<file path="src/rtl/bmc_pkg.sv">
package bmc_pkg;

  typedef enum logic [2:0] {
    ST_IDLE,
    ST_REQ,
    ST_T1,
    ST_T2,
    ST_RHOLD,
    ST_SUSP
  } bmc_state_e;

  function automatic logic owns_bus(bmc_state_e s);
    return (s == ST_T1) || (s == ST_T2) || (s == ST_RHOLD);
  endfunction

  function automatic logic wants_bus(bmc_state_e s);
    return owns_bus(s) || (s == ST_REQ);
  endfunction

endpackage

</file>
<file path="src/rtl/bmc_rdy_sync.sv">
module bmc_rdy_sync #(
  parameter int SYNC_STAGES = 2
) (
  input  logic clk,
  input  logic rst,
  input  logic async_en,
  input  logic rdy_n_raw,
  output logic rdy_n_eff
);
  localparam int MSB = SYNC_STAGES - 1;

  logic [MSB:0] chain_q;

  generate
    if (SYNC_STAGES == 1) begin : g_one
      always_ff @(posedge clk) begin
        if (rst) chain_q <= '1;
        else     chain_q <= rdy_n_raw;
      end
    end else begin : g_many
      always_ff @(posedge clk) begin
        if (rst) chain_q <= '1;
        else     chain_q <= {chain_q[MSB-1:0], rdy_n_raw};
      end
    end
  endgenerate

  assign rdy_n_eff = async_en ? chain_q[MSB] : rdy_n_raw;

endmodule

</file>
<file path="src/rtl/bmc_fsm.sv">
module bmc_fsm
  import bmc_pkg::*;
(
  input  logic       clk,
  input  logic       rst,
  input  logic       cfg_halt,
  input  logic       xfer_req_i,
  input  logic       xfer_write_i,
  input  logic       xfer_last_i,
  input  logic       hlda_i,
  input  logic       rdy_n_eff,
  input  logic       retry_i,
  input  logic       retry_clr_i,
  output bmc_state_e st_q,
  output bmc_state_e st_d,
  output logic       dir_d,
  output logic       done_o,
  output logic       flag_o
);
  logic dir_q, last_q, replay_q, flag_q, done_q;
  logic fin, abort, take;

  always_comb begin
    st_d  = st_q;
    fin   = 1'b0;
    abort = 1'b0;
    case (st_q)
      ST_IDLE:  if (xfer_req_i && !flag_q) st_d = ST_REQ;
      ST_REQ:   if (hlda_i && (xfer_req_i || replay_q)) st_d = ST_T1;
      ST_T1: begin
        if (retry_i) begin
          st_d  = ST_RHOLD;
          abort = 1'b1;
        end else begin
          st_d = ST_T2;
        end
      end
      ST_T2: begin
        if (retry_i) begin
          st_d  = ST_RHOLD;
          abort = 1'b1;
        end else if (!rdy_n_eff) begin
          fin  = 1'b1;
          st_d = last_q ? ST_IDLE : ST_REQ;
        end
      end
      ST_RHOLD: if (!retry_i) st_d = flag_q ? ST_SUSP : ST_T1;
      ST_SUSP:  if (!flag_q) st_d = ST_REQ;
      default:  st_d = ST_IDLE;
    endcase
  end

  assign take  = (st_q == ST_REQ) && (st_d == ST_T1) && !replay_q;
  assign dir_d = take ? xfer_write_i : dir_q;

  always_ff @(posedge clk) begin
    if (rst) begin
      st_q     <= ST_IDLE;
      dir_q    <= 1'b0;
      last_q   <= 1'b1;
      replay_q <= 1'b0;
      flag_q   <= 1'b0;
      done_q   <= 1'b0;
    end else begin
      st_q   <= st_d;
      done_q <= fin;
      flag_q <= (abort && cfg_halt) || (flag_q && !retry_clr_i);
      if (abort)              replay_q <= 1'b1;
      else if (st_d == ST_T1) replay_q <= 1'b0;
      if (take) begin
        dir_q  <= xfer_write_i;
        last_q <= xfer_last_i;
      end
    end
  end

  assign done_o = done_q;
  assign flag_o = flag_q;

  assert_grant_first_R1: assert property (@(posedge clk) disable iff (rst)
    (st_q == ST_REQ && !hlda_i) |=> (st_q != ST_T1));

  assert_ready_ends_R5: assert property (@(posedge clk) disable iff (rst)
    (st_q == ST_T2 && !retry_i && !rdy_n_eff) |=> (done_o && st_q != ST_T2));

  assert_retry_aborts_R7: assert property (@(posedge clk) disable iff (rst)
    ((st_q == ST_T1 || st_q == ST_T2) && retry_i) |=> (st_q == ST_RHOLD && !done_o));

  assert_flag_sets_R9: assert property (@(posedge clk) disable iff (rst)
    ((st_q == ST_T1 || st_q == ST_T2) && retry_i && cfg_halt) |=> flag_o);

  assert_flag_blocks_R8: assert property (@(posedge clk) disable iff (rst)
    flag_o |-> (st_q == ST_RHOLD || st_q == ST_SUSP));

endmodule

</file>
<file path="src/rtl/bmc_strobe.sv">
module bmc_strobe
  import bmc_pkg::*;
(
  input  logic       clk,
  input  logic       rst,
  input  bmc_state_e st_d,
  input  logic       dir_d,
  output logic       hold_o,
  output logic       oe_o,
  output logic       as_n_o,
  output logic       ds_n_o,
  output logic       dir_o,
  output logic       ecs_n_o
);
  logic arm_q, half_q;

  always_ff @(posedge clk) begin
    if (rst) begin
      hold_o <= 1'b0;
      oe_o   <= 1'b0;
      as_n_o <= 1'b1;
      ds_n_o <= 1'b1;
      dir_o  <= 1'b0;
      arm_q  <= 1'b0;
    end else begin
      hold_o <= wants_bus(st_d);
      oe_o   <= owns_bus(st_d);
      as_n_o <= (st_d != ST_T1);
      ds_n_o <= (st_d != ST_T2);
      dir_o  <= owns_bus(st_d) && dir_d;
      arm_q  <= (st_d == ST_T1);
    end
  end

  // second half of the address phase: captured on the falling edge
  always_ff @(negedge clk) begin
    if (rst) half_q <= 1'b0;
    else     half_q <= arm_q;
  end

  assign ecs_n_o = !(arm_q && !half_q);

  assert_as_single_R3: assert property (@(posedge clk) disable iff (rst)
    $fell(as_n_o) |=> as_n_o);

  assert_as_ds_excl_R3: assert property (@(posedge clk) disable iff (rst)
    !((!as_n_o) && (!ds_n_o)));

  assert_released_quiet_R10: assert property (@(posedge clk) disable iff (rst)
    !oe_o |-> (as_n_o && ds_n_o && ecs_n_o && !dir_o));

endmodule

</file>
<file path="src/rtl/bmc_seq.sv">
module bmc_seq
  import bmc_pkg::*;
#(
  parameter int SYNC_STAGES = 2
) (
  input  logic clk,
  input  logic rst,
  input  logic cfg_async_rdy,
  input  logic cfg_retry_halt,
  input  logic xfer_req_i,
  input  logic xfer_write_i,
  input  logic xfer_last_i,
  output logic xfer_done_o,
  output logic hold_o,
  input  logic hlda_i,
  output logic ecs_n_o,
  output logic as_n_o,
  output logic ds_n_o,
  output logic dir_o,
  output logic strb_oe_o,
  input  logic rdy_n_i,
  input  logic retry_i,
  output logic retry_flag_o,
  input  logic retry_clr_i
);
  bmc_state_e st_q, st_d;
  logic       rdy_n_eff, dir_d;

  bmc_rdy_sync #(.SYNC_STAGES(SYNC_STAGES)) u_sync (
    .clk       (clk),
    .rst       (rst),
    .async_en  (cfg_async_rdy),
    .rdy_n_raw (rdy_n_i),
    .rdy_n_eff (rdy_n_eff)
  );

  bmc_fsm u_fsm (
    .clk          (clk),
    .rst          (rst),
    .cfg_halt     (cfg_retry_halt),
    .xfer_req_i   (xfer_req_i),
    .xfer_write_i (xfer_write_i),
    .xfer_last_i  (xfer_last_i),
    .hlda_i       (hlda_i),
    .rdy_n_eff    (rdy_n_eff),
    .retry_i      (retry_i),
    .retry_clr_i  (retry_clr_i),
    .st_q         (st_q),
    .st_d         (st_d),
    .dir_d        (dir_d),
    .done_o       (xfer_done_o),
    .flag_o       (retry_flag_o)
  );

  bmc_strobe u_strobe (
    .clk     (clk),
    .rst     (rst),
    .st_d    (st_d),
    .dir_d   (dir_d),
    .hold_o  (hold_o),
    .oe_o    (strb_oe_o),
    .as_n_o  (as_n_o),
    .ds_n_o  (ds_n_o),
    .dir_o   (dir_o),
    .ecs_n_o (ecs_n_o)
  );

  assert_enable_needs_request_R1: assert property (@(posedge clk) disable iff (rst)
    strb_oe_o |-> hold_o);

  assert_no_done_while_held_R8: assert property (@(posedge clk) disable iff (rst)
    retry_flag_o |-> (!xfer_done_o && as_n_o));

endmodule

</file>
<file path="config.mk">
export PLATFORM = sky130hd
export DESIGN_NAME = bmc_seq
export DESIGN_NICKNAME = d
export VERILOG_FILES = /design/src/rtl/bmc_pkg.sv /design/src/rtl/bmc_rdy_sync.sv /design/src/rtl/bmc_fsm.sv /design/src/rtl/bmc_strobe.sv /design/src/rtl/bmc_seq.sv
export SDC_FILE = /design/constraint.sdc
export NUM_CORES = 1
export LEC_CHECK = 0
export BUFFER_PORTS_ARGS = -buffer_cell sky130_fd_sc_hd__buf_2
export CORE_MARGIN = 10
export CORE_UTILIZATION = 48
export DETAILED_ROUTE_END_ITERATION = 8
export GPL_ROUTABILITY_DRIVEN = 0
export GPL_TIMING_DRIVEN = 0
export PLACE_DENSITY = 0.83
export SETUP_SLACK_MARGIN = 0.02
export SYNTH_ARGS = -nofsm -noshare
export SYNTH_HDL_FRONTEND = slang
export SYNTH_SLANG_ARGS = --single-unit
</file>
<file path="constraint.sdc">
create_clock -name clk -period 1.52 [get_ports clk]
set_input_delay 0.076 -clock clk [delete_from_list [all_inputs] [get_ports clk]]
set_output_delay 0.076 -clock clk [all_outputs]
set_load 0.02 [all_outputs]
</file>
======== After elaboration in Yosys (flattened, before gate mapping) ========
Cells that the tools add are included.
storage, ports and cells
  memory bits (writable) .................. 0
  input port bits ......................... 11
  memories kept ........................... 0
  bits in latches ......................... 0
  output and inout bits ................... 8
  register bits after elaboration ......... 17
  memory bits (read-only) ................. 0
  word-level logic and storage cells ...... 65
cells by class
  $mul .................................... 0
  multiplexer cells ....................... 17
  bitwise logic cells ..................... 1
  reduce and logical (&&, ||, !) cells .... 22
  div/mod/pow operators ................... 0
  shifts and indexed selects .............. 0
  $add $sub $neg .......................... 0
  order comparisons ....................... 0
  eq/ne operators ......................... 11
operators by type and width
  operator                                       count
  2-to-1 mux 3 bit                               8
  one-hot mux 3 bit (6 select lines)             1
  == test 3 x 2 -> 1 bit, second input constant  4
  == test 3 bit, second input constant           3
  logical AND 1 bit                              8
  2-to-1 mux 1 bit                               8
  == test 3 x 1 -> 1 bit, second input constant  2
  != test 3 x 2 -> 1 bit, second input constant  2
  zero test 1 bit                                5
  logical OR 1 bit                               5
  zero test 3 bit                                1
  OR reduction 3 bit                             1
  nonzero test 2 bit                             1
  OR reduction 2 bit                             1
  inverter 1 bit                                 1

======== Depth between registers and ports, before layout ========
  depth after elaboration ................. 9
  depth in mapped cells ................... 5
  mapped depth without buffers ............ 4

======== Modules after synthesis ========
From an unflattened synthesis, not the netlist that was laid out.
unflattened totals
  cells, all modules ...................... 72
  area, all modules ....................... 696.9 µm²
by module, submodules not included
  module        cells each  area an instance (µm²)  sequential area each (µm²)  times used
  bmc_fsm       46          400.4                   160.2                       1
  bmc_strobe    21          229.0                   140.1                       1
  bmc_rdy_sync  5           67.6                    40.0                        1

==> flow_summary.json <==
{
  "status": "finished with violations",
  "violations": "negative setup slack",
  "nets": 106,
  "ys_warn_count": 0,
  "clock-sinks": 17,
  "crit_slowest_cell": "dfxtp_1",
  "rsz0062_at_grt": "true",
  "clk_latency_ns": 0.34,
  "drc": 0,
  "dr.pass1.iters": 4,
  "whs_ns": 0.03069,
  "ys_top_cells_by_area": "dfxtp_1 50%, mux2i_1 4.4%, a31oi_1 2.7%",
  "wl_per_cell_um": 14.59,
  "grt_pass1_vias": 591,
  "io_buffers": 18,
  "top_regs": "u_fsm.st_q x3, u_sync.chain_q x2",
  "hp-class": "in -> reg",
  "hpwl_um": 1158,
  "largest_register_ff_count": 3,
  "start_util": 0.5185,
  "netlist_area_um2": 683.2,
  "numCtsBuffers": 3,
  "top_register": "u_fsm.st_q",
  "startpoint_type": "flop",
  "die_w_um": 57.73,
  "tightest_slew_ns": 0.4622,
  "ant_nets": 0,
  "synth_top_cell_area_share": 0.4982,
  "utilization": 0.6534,
  "critPathMaxStageDelay_ns": 0.29,
  "die_area_mm2": 0.003332,
  "vias": 613,
  "maxSlewHeadroom": 0.6919,
  "crit_type": "reg -> out",
  "worst_slack_ns": -0.1952,
  "drtIter0Drc": 21,
  "ir_drop_uv": 749.6,
  "via_per_inst": 5.624,
  "antenna_found_initial": 0,
  "core_mm2": 0.001318,
  "wirelength_um": 1590,
  "critical_path_arrival_ns": 1.64,
  "clock_skew_ns": 0.04808,
  "p_per_area_mw_per_mm2": 960.5,
  "netlist_instances": 71,
  "cap_violations": 0,
  "worst-path-max-fanout": 1,
  "area_growth_pct": 26.01,
  "dp.cells": 104,
  "htree_num_levels": 1,
  "num_rows": 13,
  "place_ws_ns": 0.03597,
  "grtUsageTotal": 0.09194,
  "nFillCells": 117,
  "post_cts_buffers": 0,
  "p_total_uw": 826.9,
  "setup_viol": 1,
  "required_ns": 1.44,
  "finalHoldViolations": 0,
  "leakage_nw": 0.3794,
  "overflow": 0,
  "synth-edff-count": 0,
  "path_cells": "nand2b_4 > buf_6",
  "ys_seq_area_frac": 0.4982,
  "antenna_cells": 0,
  "drive_gt1_frac": 0.3830,
  "synth_cell_types": 30,
  "ys.flop_type": "dfxtp_1",
  "synth_area_per_cell_um2": 9.622,
  "syn-num-nets": 82,
  "ys_ff_latch": 17,
  "synthTopCellsByCount": "17 x dfxtp_1, 5 x inv_1, 5 x nand2_1, 4 x nor2_1",
  "finalMaxSlewViolations": 0,
  "grt_max_degree": 11,
  "async_flop_share": 0,
  "clk_pin_slew_ns": 0.09,
  "clock-root-buffer": "clkbuf_4",
  "cts_tree": "done",
  "die_h_um": 57.73,
  "netlist.top_cell.by_area": "dfxtp_1",
  "grt_pass1_wl_um": 2587,
  "endpoint_kind": "output port",
  "io-pin-count": 19,
  "synth.most_common_cell": "dfxtp_1",
  "cts_buffer_depth": 2,
  "layoutNonFillerInstCount": 109
}
[layout by cell type, fill, tap and decap left out, types with 2 or more instances in the layout]
cell type   n
mux2i_1     3
nand3_1     2
nor2b_1     2
inv_1       5
buf_2      17
dfxtp_1    14
nor2_1      4
a31oi_1     3
a211oi_2    2
or3b_1      2
a21oi_1     3
clkbuf_1    2
or2_2       3
clkbuf_4    3
nand2_1     5
dfxtp_2     2
[layout make-up]
| cell class | instances | area (um^2) | area share |
|---|---|---|---|
| plain buffers | 2 | 8.758 | 0.01017 |
| repair buffers | 19 | 106.4 | 0.1235 |
| well taps | 15 | 18.77 | 0.02180 |
| inverters | 4 | 15.01 | 0.01744 |
| multi-input cells | 47 | 335.3 | 0.3895 |
| clock inverters | 1 | 3.754 | 0.004360 |
| clock buffers | 4 | 26.28 | 0.03052 |
| flip-flops and latches | 17 | 346.6 | 0.4026 |
[metrics by stage]
step           instance area, um^2  TNS, ns
6_report                     860.8  -0.1952
5_1_grt                      860.8  -0.2320
4_1_cts                      843.3  -0.1952
3_5_place_dp                 792.0        0
3_3_place_gp                 792.0        0
2_1_floorplan                683.2        0
[path summary, 6_finish.rpt]
path              cells after the start  slack (ns)         startpoint                 to
hold reg to reg                       1        0.42  u_sync.chain_q[0]  u_sync.chain_q[1]
hold / removal                        3        0.03        xfer_last_i       u_fsm.last_q
setup reg to reg                      4        0.07       u_fsm.flag_o    u_strobe.ds_n_o
setup / recovery                      2       -0.20    u_strobe.half_q            ecs_n_o
[timing repair]
action / CTS / global route
hold buffers: 1 / 0
endpoints found under the hold margin: 1 / 0
resized for setup: 4 / 6
setup endpoints to repair: 2 / 4
[worst max-delay path, delay by kind of cell (launching register included)]
| kind | cells | cell delay, ns |
|---|---|---|
| flip-flops | 1 | 0.29 |
| buffers and inverters | 1 | 0.12 |
| AND/OR/NAND/NOR | 1 | 0.13 |
[routing by layer]
layer / global-route usage / part of all wire / wire, um
met5: 0 / 0 / 0
met4: 0.01342 / 0.0057 / 9
met3: 0.05011 / 0.077 / 123
met2: 0.1534 / 0.49 / 772
met1: 0.1022 / 0.43 / 684
[where the power goes]
group | leakage [nW] | switching [mW] | internal (mW)
Sequential | 0.140 | 0.00776 | 0.461
Combinational | 0.219 | 0.0628 | 0.0488
Clock | 0.0203 | 0.141 | 0.105
[cells by family after synthesis]
kind of cell / count (synthesis) / synth area share
compound gates: 15 / 0.1557
flops: 17 / 0.4982
buf+inv: 7 / 0.04028
simple gates: 29 / 0.2619
mux: 3 / 0.04396
(Power assumes the default switching activity.)
